**config.mk**
```make
export PLATFORM = sky130hd
export DESIGN_NAME = spi_host_regs
export DESIGN_NICKNAME = d
export VERILOG_FILES = /design/src/rtl/spi_host_pkg.sv /design/src/rtl/spi_byte_fifo.sv /design/src/rtl/spi_xfer_seq.sv /design/src/rtl/spi_host_regs.sv
export SDC_FILE = /design/constraint.sdc
export NUM_CORES = 2
export LEC_CHECK = 0
export ABC_AREA = 0
export CAP_MARGIN = 40
export CORE_UTILIZATION = 35
export DETAILED_ROUTE_END_ITERATION = 7
export GPL_ROUTABILITY_DRIVEN = 0
export PLACE_DENSITY = 0.57
export SKIP_CTS_REPAIR_TIMING = 1
export SYNTH_ARGS = -nofsm -noshare
export SYNTH_HDL_FRONTEND = slang
export SYNTH_SLANG_ARGS = --single-unit
export TNS_END_PERCENT = 5
```
**constraint.sdc**
```tcl
create_clock -name clk -period 4.85 [get_ports clk]
set_input_delay 0.97 -clock clk [delete_from_list [all_inputs] [get_ports clk]]
set_output_delay 0.97 -clock clk [all_outputs]
set_load 0.01 [all_outputs]
```
**src/rtl/spi_host_pkg.sv**
```systemverilog
package spi_host_pkg;

   // register byte addresses
   localparam logic [31:0] A_SWRST = 32'h0000_0040;
   localparam logic [31:0] A_CTRL  = 32'h0000_0060;
   localparam logic [31:0] A_STAT  = 32'h0000_0064;
   localparam logic [31:0] A_TXD   = 32'h0000_0068;
   localparam logic [31:0] A_RXD   = 32'h0000_006C;
   localparam logic [31:0] A_SS    = 32'h0000_0070;
   localparam logic [31:0] A_TXOCC = 32'h0000_0074;
   localparam logic [31:0] A_RXOCC = 32'h0000_0078;

   localparam logic [31:0] SWRST_KEY  = 32'h0000_000A;
   localparam logic [31:0] EMPTY_MARK = 32'hDEAD_BEEF;

   localparam int CB_TXCLR   = 5;
   localparam int CB_RXCLR   = 6;
   localparam int CB_INHIBIT = 8;

   localparam logic [31:0] CTRL_RESET      = 32'h0000_0100;
   localparam logic [31:0] CTRL_SELFCLR    = 32'h0000_0060;

   typedef enum logic {
      SQ_IDLE = 1'b0,
      SQ_WAIT = 1'b1
   } sq_state_e;

endpackage

```
**src/rtl/spi_byte_fifo.sv**
```systemverilog
module spi_byte_fifo #(
   parameter int WIDTH = 8,
   parameter int DEPTH = 256
) (
   input  logic                       clk,
   input  logic                       rst_n,
   input  logic                       clr,
   input  logic                       push,
   input  logic [WIDTH-1:0]           din,
   input  logic                       pop,
   output logic [WIDTH-1:0]           dout,
   output logic [$clog2(DEPTH):0]     count,
   output logic                       full,
   output logic                       empty
);
   localparam int PTR_W = $clog2(DEPTH);
   localparam int CNT_W = PTR_W + 1;

   generate
      if (DEPTH < 2 || (DEPTH & (DEPTH - 1)) != 0) begin : g_bad_depth
         $error("spi_byte_fifo: DEPTH must be a power of two >= 2");
      end
   endgenerate

   logic [WIDTH-1:0] mem [DEPTH];
   logic [PTR_W-1:0] wr_ptr, rd_ptr;
   logic             do_push, do_pop;

   assign full    = (count == CNT_W'(DEPTH));
   assign empty   = (count == '0);
   assign do_push = push && !full;
   assign do_pop  = pop && !empty;
   assign dout    = mem[rd_ptr];

   always_ff @(posedge clk) begin
      if (do_push) mem[wr_ptr] <= din;
   end

   always_ff @(posedge clk or negedge rst_n) begin
      if (!rst_n) begin
         wr_ptr <= '0;
         rd_ptr <= '0;
         count  <= '0;
      end else if (clr) begin
         wr_ptr <= '0;
         rd_ptr <= '0;
         count  <= '0;
      end else begin
         if (do_push) wr_ptr <= wr_ptr + PTR_W'(1);
         if (do_pop)  rd_ptr <= rd_ptr + PTR_W'(1);
         unique case ({do_push, do_pop})
            2'b10:   count <= count + CNT_W'(1);
            2'b01:   count <= count - CNT_W'(1);
            default: count <= count;
         endcase
      end
   end

endmodule

```
**src/rtl/spi_xfer_seq.sv**
```systemverilog
module spi_xfer_seq
   import spi_host_pkg::*;
#(
   parameter int DATA_W = 8
) (
   input  logic              clk,
   input  logic              rst_n,
   input  logic              clr,
   input  logic              inhibit,
   input  logic              tx_empty,
   input  logic [DATA_W-1:0] tx_head,
   output logic              tx_pop,
   input  logic              rx_full,
   output logic              rx_push,
   output logic [DATA_W-1:0] rx_data,
   output logic              eng_tx_valid,
   input  logic              eng_tx_ready,
   output logic [DATA_W-1:0] eng_tx_byte,
   input  logic              eng_rx_done,
   input  logic [DATA_W-1:0] eng_rx_byte,
   output logic              evt_rx_overrun
);
   sq_state_e state_q;

   assign eng_tx_valid = (state_q == SQ_IDLE) && !inhibit && !tx_empty;
   assign eng_tx_byte  = tx_head;
   assign tx_pop       = eng_tx_valid && eng_tx_ready;
   assign rx_push      = (state_q == SQ_WAIT) && eng_rx_done;
   assign rx_data      = eng_rx_byte;

   always_ff @(posedge clk or negedge rst_n) begin
      if (!rst_n) begin
         state_q        <= SQ_IDLE;
         evt_rx_overrun <= 1'b0;
      end else if (clr) begin
         state_q        <= SQ_IDLE;
         evt_rx_overrun <= 1'b0;
      end else begin
         evt_rx_overrun <= rx_push && rx_full;
         unique case (state_q)
            SQ_IDLE: if (tx_pop)  state_q <= SQ_WAIT;
            SQ_WAIT: if (rx_push) state_q <= SQ_IDLE;
            default: state_q <= SQ_IDLE;
         endcase
      end
   end

endmodule

```
**src/rtl/spi_host_regs.sv**
```systemverilog
module spi_host_regs
   import spi_host_pkg::*;
#(
   parameter int NUM_CS     = 1,
   parameter int FIFO_DEPTH = 256,
   parameter int ADDR_W     = 8
) (
   input  logic              clk,
   input  logic              rst_n,
   input  logic              bus_sel,
   input  logic              bus_wr,
   input  logic [ADDR_W-1:0] bus_addr,
   input  logic [31:0]       bus_wdata,
   output logic [31:0]       bus_rdata,
   output logic              eng_tx_valid,
   input  logic              eng_tx_ready,
   output logic [7:0]        eng_tx_byte,
   input  logic              eng_rx_done,
   input  logic [7:0]        eng_rx_byte,
   output logic [NUM_CS-1:0] cs_n,
   output logic              evt_tx_overflow,
   output logic              evt_rx_overrun
);
   localparam int CNT_W = $clog2(FIFO_DEPTH) + 1;

   generate
      if (NUM_CS < 1 || NUM_CS > 32) begin : g_bad_cs
         $error("spi_host_regs: NUM_CS must be 1..32");
      end
      if (ADDR_W < 7 || ADDR_W > 32) begin : g_bad_addr
         $error("spi_host_regs: ADDR_W must be 7..32");
      end
   endgenerate

   logic [31:0] addr_ext;
   logic        wr_en, rd_en;
   logic        soft_clr, ctrl_wr, tx_clr, rx_clr;
   logic [31:0] ctrl_q;
   logic [NUM_CS-1:0] ss_q;
   logic        inhibit;

   logic             tx_push, tx_pop, tx_full, tx_empty;
   logic [7:0]       tx_head;
   logic [CNT_W-1:0] tx_cnt;
   logic             rx_push, rx_pop, rx_full, rx_empty;
   logic [7:0]       rx_din, rx_head;
   logic [CNT_W-1:0] rx_cnt;

   assign addr_ext = 32'(bus_addr);
   assign wr_en    = bus_sel && bus_wr;
   assign rd_en    = bus_sel && !bus_wr;
   assign soft_clr = wr_en && (addr_ext == A_SWRST) && (bus_wdata == SWRST_KEY);
   assign ctrl_wr  = wr_en && (addr_ext == A_CTRL);
   assign tx_clr   = soft_clr || (ctrl_wr && bus_wdata[CB_TXCLR]);
   assign rx_clr   = soft_clr || (ctrl_wr && bus_wdata[CB_RXCLR]);
   assign tx_push  = wr_en && (addr_ext == A_TXD);
   assign rx_pop   = rd_en && (addr_ext == A_RXD);
   assign inhibit  = ctrl_q[CB_INHIBIT];

   always_ff @(posedge clk or negedge rst_n) begin
      if (!rst_n) begin
         ctrl_q          <= CTRL_RESET;
         ss_q            <= '1;
         evt_tx_overflow <= 1'b0;
      end else if (soft_clr) begin
         ctrl_q          <= CTRL_RESET;
         ss_q            <= '1;
         evt_tx_overflow <= 1'b0;
      end else begin
         evt_tx_overflow <= tx_push && tx_full;
         if (ctrl_wr) ctrl_q <= bus_wdata & ~CTRL_SELFCLR;
         if (wr_en && addr_ext == A_SS) ss_q <= bus_wdata[NUM_CS-1:0];
      end
   end

   spi_byte_fifo #(.WIDTH(8), .DEPTH(FIFO_DEPTH)) u_txq (
      .clk(clk), .rst_n(rst_n), .clr(tx_clr),
      .push(tx_push), .din(bus_wdata[7:0]),
      .pop(tx_pop), .dout(tx_head),
      .count(tx_cnt), .full(tx_full), .empty(tx_empty)
   );

   spi_byte_fifo #(.WIDTH(8), .DEPTH(FIFO_DEPTH)) u_rxq (
      .clk(clk), .rst_n(rst_n), .clr(rx_clr),
      .push(rx_push), .din(rx_din),
      .pop(rx_pop), .dout(rx_head),
      .count(rx_cnt), .full(rx_full), .empty(rx_empty)
   );

   spi_xfer_seq #(.DATA_W(8)) u_seq (
      .clk(clk), .rst_n(rst_n), .clr(soft_clr),
      .inhibit(inhibit),
      .tx_empty(tx_empty), .tx_head(tx_head), .tx_pop(tx_pop),
      .rx_full(rx_full), .rx_push(rx_push), .rx_data(rx_din),
      .eng_tx_valid(eng_tx_valid), .eng_tx_ready(eng_tx_ready),
      .eng_tx_byte(eng_tx_byte),
      .eng_rx_done(eng_rx_done), .eng_rx_byte(eng_rx_byte),
      .evt_rx_overrun(evt_rx_overrun)
   );

   genvar gi;
   generate
      for (gi = 0; gi < NUM_CS; gi++) begin : g_cs
         assign cs_n[gi] = ss_q[gi];
      end
   endgenerate

   function automatic logic [31:0] occ(input logic [CNT_W-1:0] c);
      return (c == '0) ? 32'd0 : (32'(c) - 32'd1);
   endfunction

   always_comb begin
      bus_rdata = 32'd0;
      if (rd_en) begin
         unique case (addr_ext)
            A_CTRL:  bus_rdata = ctrl_q;
            A_STAT:  bus_rdata = {28'd0, tx_full, tx_empty, rx_full, rx_empty};
            A_RXD:   bus_rdata = rx_empty ? EMPTY_MARK : 32'(rx_head);
            A_SS:    bus_rdata = 32'(ss_q);
            A_TXOCC: bus_rdata = occ(tx_cnt);
            A_RXOCC: bus_rdata = occ(rx_cnt);
            default: bus_rdata = 32'd0;
         endcase
      end
   end

endmodule

```
## After elaboration in Yosys (flattened, before gate mapping)

Memory sizes are Yosys's and may differ from the RTL's.
Cells that the tools add are included.

- Eq/ne operators: 15
- Multiplexer cells: 31
- Add/sub/neg operators: 10
- Reductions and logical operators: 38
- Bitwise gates (word level): 1

Operators with widths:

| kind | count |
|---|---|
| $mux 32 | 6 |
| $pmux 32 s6 | 1 |
| $eq 8x7->1 const B | 8 |
| $mux 8 | 8 |
| $pmux 9 s2 | 2 |
| $add 8x1->8 const B | 4 |
| $eq 32x4->1 const B | 1 |
| $logic_and 1x1->1 | 20 |
| $sub 9x1->10 const B | 2 |
| $add 9x1->9 const B | 2 |
| $eq 9x9->1 const B | 2 |
| $logic_not 9->1 | 2 |
| $mux 9 | 2 |
| $sub 9x1->9 const B | 2 |
| $reduce_bool 2->1 | 6 |
| $mux 1 | 11 |
| $logic_not 1->1 | 6 |
| $reduce_bool 3->1 | 2 |
| $eq 2x1->1 const B | 2 |
| $eq 2x2->1 const B | 2 |
| $logic_or 1x1->1 | 2 |
| $pmux 1 s2 | 1 |
| $not 1->1 | 1 |

- Memories: 2
- Register bits: 86
- Bits in writable memories: 4,096
- Input bits: 54
- Logic and storage cells: 108
- Output and inout bits: 44

Memories:

| memory | words | width | read ports | clocked after Yosys merged registers in | wr ports | RTL line | source |
|---|---|---|---|---|---|---|---|
| u_rxq.mem | 256 | 8 | 1 | 0 | 1 | spi_byte_fifo.sv:25 | `logic [WIDTH-1:0] mem [DEPTH];` |
| u_txq.mem | 256 | 8 | 1 | 0 | 1 | spi_byte_fifo.sv:25 |  |

## Logic depth before layout (Yosys ltp)

- Word-level depth: 8
- Depth in mapped cells: 15
- Depth with buffers taken out: 14

## By module

A second synthesis with hierarchy kept.

- Cells, all modules: 8,098
- Area total of the unflattened synthesis: 164,381.4 sq um

By module, submodules not included:

| module | sequential area each (sq um) | cells an instance | area each (sq um) | instances |
|---|---|---|---|---|
| spi_byte_fifo | 62,124.6 | 3,883 | 80,744.9 | 2 |
| spi_host_regs | 803.3 | 308 | 2,661.3 | 1 |
| spi_xfer_seq | 50.0 | 24 | 230.2 | 1 |

## Worst setup path after synthesis

OpenSTA, ideal clock, no wires.

- Path kind: in2reg
- Start point: input port bus_addr[4]
- End point: register u_rxq.count[8]
- Data required time: 4.727 ns
- Slack: 0.599 ns
- Buffers on the path: 1
- Stages: 14
- Arrival time: 4.128 ns
- Setup time: 0.123 ns
- Cells stage by stage: clkbuf_1 -> nand4bb_1 -> nor2_1 -> nand3_1 -> nor3_1 -> ha_1 -> a21o_1 -> a21oi_1 -> nor2b_1 -> o21a_1 -> o41ai_1 -> mux2_2 -> xnor2_1 -> nor2_1

- Word-level cells in the longest chain between the ends: 6
- Elaborated cells on any way between the ends: 15
- Classes of those cells: eq/ne (5); mux (2); reduce/logical (8)

Ends and longest elaborated chain:

| what | RTL line | source |
|---|---|---|
| start, declared | spi_host_regs.sv:12 | `input logic [ADDR_W-1:0] bus_addr,` |
| $eq 8x7->1 | spi_host_regs.sv:57 | `assign rx_pop = rd_en && (addr_ext == A_RXD);` |
| $logic_and 1x1->1 | spi_host_regs.sv:57 |  |
| $logic_and 1x1->1 | spi_byte_fifo.sv:32 | `assign do_pop = pop && !empty;` |
| $eq 2x1->1 or $eq 2x2->1 (tied branches) | spi_byte_fifo.sv:51 | `unique case ({do_push, do_pop})` |
| $pmux 9 s2 | spi_byte_fifo.sv:51 |  |
| $mux 9 | spi_byte_fifo.sv:44 | `end else if (clr) begin` |
| end signal, assigned | spi_byte_fifo.sv:52 | `2'b10: count <= count + CNT_W'(1);` |
| end signal, assigned | spi_byte_fifo.sv:53 | `2'b01: count <= count - CNT_W'(1);` |
| end signal, assigned | spi_byte_fifo.sv:54 | `default: count <= count;` |
| end, declared | spi_byte_fifo.sv:12 | `output logic [$clog2(DEPTH):0] count,` |

Several ways; a longest one is shown, not always the timed one.
A chain may end at the register's enable or synchronous reset.

## Worst setup path after layout

- Start point: register u_rxq.rd_ptr[0]
- End point: output port bus_rdata[4]

- Word-level cells in the longest chain between the ends: 4

Ends and longest elaborated chain:

| what | RTL line | source |
|---|---|---|
| start, declared | spi_byte_fifo.sv:26 | `logic [PTR_W-1:0] wr_ptr, rd_ptr;` |
| start signal, assigned | spi_byte_fifo.sv:50 | `if (do_pop) rd_ptr <= rd_ptr + PTR_W'(1);` |
| $mem_v2 256x8 | -- |  |
| $mux 32 | spi_host_regs.sv:118 | `A_RXD: bus_rdata = rx_empty ? EMPTY_MARK : 32'(rx_head);` |
| $pmux 32 s6 | spi_host_regs.sv:115 | `unique case (addr_ext)` |
| $mux 32 | spi_host_regs.sv:114 | `if (rd_en) begin` |
| end, declared | spi_host_regs.sv:14 | `output logic [31:0] bus_rdata,` |

No other way between the ends.

==> metrics.csv <==
metric,value,unit
"top cells by count, synth","edfxtp_1 (4096), mux4_2 (1099), nor2_1 (653)",
maximum buffer depth of the clock tree,4,
most frequently used cell type in the post-synthesis netlist,edfxtp_1,
start point of the worst min-delay path,bus_wdata[7],
violations in the final reports,negative setup slack,
"Seq/Total Area, Yosys",76.4,%
max_slew headroom,12.4,%
critical-path cell with the highest stage delay,mux4_2,
most area-hungry cell type in the Yosys netlist,edfxtp_1,
number of nets at the end of the flow,8960,
biggest cell delay along the critical path,0.53,ns
CP Max Fanout,7,
hold path cells,1,
CTS Buf Count,412,
outcome,finished with violations,
via total after detailed routing,83151,
maximum frequency from static timing analysis,187,MHz
power per unit of standard cell area,461,nW/um^2
count of nets left with antenna violations after detail routing,0,
global route total overflow,0,
register bit count reported by yosys,4180,
WL/cell,29.0,um
x dimension of the die,686,um
CTS tree,done,
Filler Cells Inserted,40121,
number of DRC markers after the initial detailed-route iteration,8454,
number of setup violations in the final report,16,
Setup WS post-layout,-0.499,ns
slew at the pin with the worst max-slew slack,1.31,ns
Total Wirelength,447000,um
Chip Height,686,um
most area-consuming cells after synthesis,"edfxtp_1 (75%), mux4_2 (15%), nor2_1 (1.5%), mux2i_1 (1.3%), dfrtp_1 (1.3%)",
area of the multi-input gates,37200,sq um
count of max-cap constraint violations,0,
"Period Utilization, post-route",110,%
start-to-end type of the worst setup path,reg -> out,
area used by sequential logic in the layout,125000,sq um
initial antenna violation count,3,
wire length of the first global-routing pass,631000,um
count of cell types in the netlist,83,
count of cells along the worst register-to-register path,15,
count of final max-slew check failures,0,
Detailed Routing Iterations Pass 1,6,
DRC Markers,0,
worst-path cell chain,buf_12 -> buf_12 -> buf_12 -> buf_8 -> buf_16 -> mux4_2 -> a221oi_4 -> o21ai_4 -> a211oi_2 -> buf_4 -> o32ai_4 -> a41o_1 -> buf_12 -> buf_12,
final clock skew,0.0761,ns
fraction of power consumed by combinational cells,19.8,%
Post-Synthesis Cells,7681,
number of global-route vias before repair,84884,
most frequent cell on the critical path,buf_12,
clock-pin transition on the worst setup and hold timing paths,0.06,ns
worst endpoint data arrival time,4.38,ns
portion of synthesized cell area occupied by the leading cell type,75.1,%
area enclosed by the die boundary,471000,sq um
number of buffers inserted by port buffering,97,
H-tree Lvls,5,
Internal Power,67.1,mW
cell area after synthesis,164000,sq um
category of the worst setup path launch point,flip-flop,
critical register-to-register path startpoint,u_rxq.count[0],
final cell utilization of the core,42.2,%
half-perimeter wire length after detailed placement,283000,um
classification of the worst-slack hold path,in -> reg,
Register-to-Register Setup Slack,0.94,ns
largest vdd supply drop,0.381,mV
share of power burned in registers,44.4,%
summed negative setup slack over all endpoints,-6.05,ns
post-synthesis async set-or-reset flop share,2.01,%
sort of element at the end of the critical path,primary output,
cell row count,250,
clock sink total,4180,
Core Region,465000,sq um
total net switching power,23.2,mW
RSZ-0062 raised after global routing,yes,
count of synthesis-stage warnings from yosys,0,
Syn Nets,7758,
hold worst-path end,u_txq.mem[176][7],
ratio of cells with drive above 1 in the final layout,33.6,%
largest net degree at the start of global routing,201,
Clk Tree Root Cell,clkbuf_16,
mean number of vias per cell,5.40,
initial cell density of the core,35.2,%
Synth Flop Type,edfxtp_1,
Overall Global Routing Usage,18.4,%
final hold violation count,0,
top-level port count,98,
part of the total power dissipated in the clock network,35.8,%
worst reg2reg path endpoint,u_rxq.count[8],
"Avg Cell Area, Syn",21.3,sq um
net switching fraction of the power,25.7,%
time the worst path needs with I/O delays and setup,5.35,ns
required time of the critical path,3.88,ns
cell leakage power,61.4,nW
Layout Area Growth over Synthesis,19.7,%
clock latency on the worst-skew pair,0.99,ns
Post-synth EDFFs,4096,
-- power by group through the flow --
stage | combinational (mW) | clock [mW] | sequential (mW)
global placement | 16.4 | 0 | 40.8
CTS | 16.6 | 32.9 | 40.0
global route | 18.7 | 34.2 | 40.0
floorplan | 9.85 | 0 | 40.7
detailed placement | 16.5 | 0 | 40.8
finish | 17.9 | 32.4 | 40.0
-- per-stage QoR --
step	instances	total power, mW	instance area, sq um	worst slack, ns	hold WS (ns)
after floorplan	7681	50.5	164000	0.599	0.480
after global placement	14380	57.2	178000	-0.529	0.504
after detailed placement	14418	57.3	179000	-0.542	0.505
after CTS	15175	89.5	192000	-1.64	-0.147
after global routing	15400	93.0	196000	-0.573	0.279
final	15401	90.3	196000	-0.499	0.345
-- flip-flops by register name, summed over array words and instances (netlist names), 8 cells and up --
signal / flops
u_rxq.count: 9
u_txq.count: 9
u_rxq.wr_ptr: 8
ctrl_q: 30
u_rxq.mem: 2048
u_txq.mem: 2048
u_txq.wr_ptr: 8
u_rxq.rd_ptr: 8
u_txq.rd_ptr: 8
-- layout by cell type (no fill, tap or decap), types with 24 or more instances in the layout --
| cell type | synthesis | final |
|---|---|---|
| edfxtp_1 | 4096 | 4096 |
| mux4_2 | 1099 | 1102 |
| buf_4 | 27 | 960 |
| nor2_1 | 653 | 645 |
| clkbuf_16 | 0 | 442 |
| mux2i_1 | 205 | 195 |
| nand2_1 | 202 | 193 |
| a21oi_1 | 147 | 133 |
| buf_12 | 4 | 107 |
| clkinv_2 | 0 | 85 |
| clkinv_1 | 0 | 80 |
| clkbuf_1 | 240 | 75 |
| dfrtp_1 | 82 | 72 |
| clkdlybuf4s50_1 | 0 | 65 |
| a22oi_1 | 83 | 56 |
| bufinv_16 | 0 | 49 |
| nand3_1 | 61 | 41 |
| buf_16 | 0 | 35 |
| o22ai_1 | 37 | 33 |
| o21ai_0 | 44 | 33 |
| nor3_1 | 35 | 32 |
| o221ai_1 | 37 | 30 |
| a22oi_2 | 0 | 27 |
| xnor2_1 | 26 | 26 |
| nor2b_1 | 34 | 25 |
| xor2_1 | 24 | 24 |
-- per-layer routing --
| layer | track usage (%) | wire [um] |
|---|---|---|
| met2 | 31.0 | 223000 |
| met4 | 6.44 | 16600 |
| met3 | 2.83 | 28400 |
| met1 | 24.2 | 179000 |
| met5 | 0 | 0 |
-- logic make-up after synthesis --
| kind of cell | share of synthesized area [%] |
|---|---|
| DFF | 76.4 |
| xor gates and xnor gates | 0.267 |
| muxes | 16.6 |
| adders and majority gates | 0.180 |
| buffers and inverters | 1.51 |
| and+or+nand+nor | 2.87 |
| AOI/OAI and AO/OA | 2.20 |
-- worst max-delay path by stage --
stage	slack (ns)	startpoint	depth (start not counted)	endpoint
floorplan	0.60	bus_addr[4]	14	u_rxq.count[8]
finish	-0.50	u_rxq.rd_ptr[0]	14	bus_rdata[4]
global placement	-0.53	u_rxq.rd_ptr[0]	14	bus_rdata[5]
global route	-0.57	u_rxq.rd_ptr[0]	15	bus_rdata[0]
detailed placement	-0.54	u_rxq.rd_ptr[0]	14	bus_rdata[5]
CTS	-1.64	u_rxq.rd_ptr[0]	14	bus_rdata[5]
-- layout make-up --
type                            instances  share of cell area [%]
Clock inverter                        263                    1.45
Sequential cell                      4180                    63.8
Antenna cell                            1                 0.00128
Tap cell                             6174                    3.94
Inverter                               20                  0.0383
Timing Repair Buffer                 1253                    6.29
Clock buffer                          494                    5.48
Multi-Input combinational cell       3016                    19.0
-- worst max-delay path: cells and delay by family, from the launching register on --
kind / cells / cell delay (ns)
flip-flops: 1 / 0.45
AO/OA/AOI/OAI: 5 / 1.14
buffers and inverters: 8 / 1.23
multiplexers: 1 / 0.53
No activity file was read; power rests on OpenSTA's default activity.
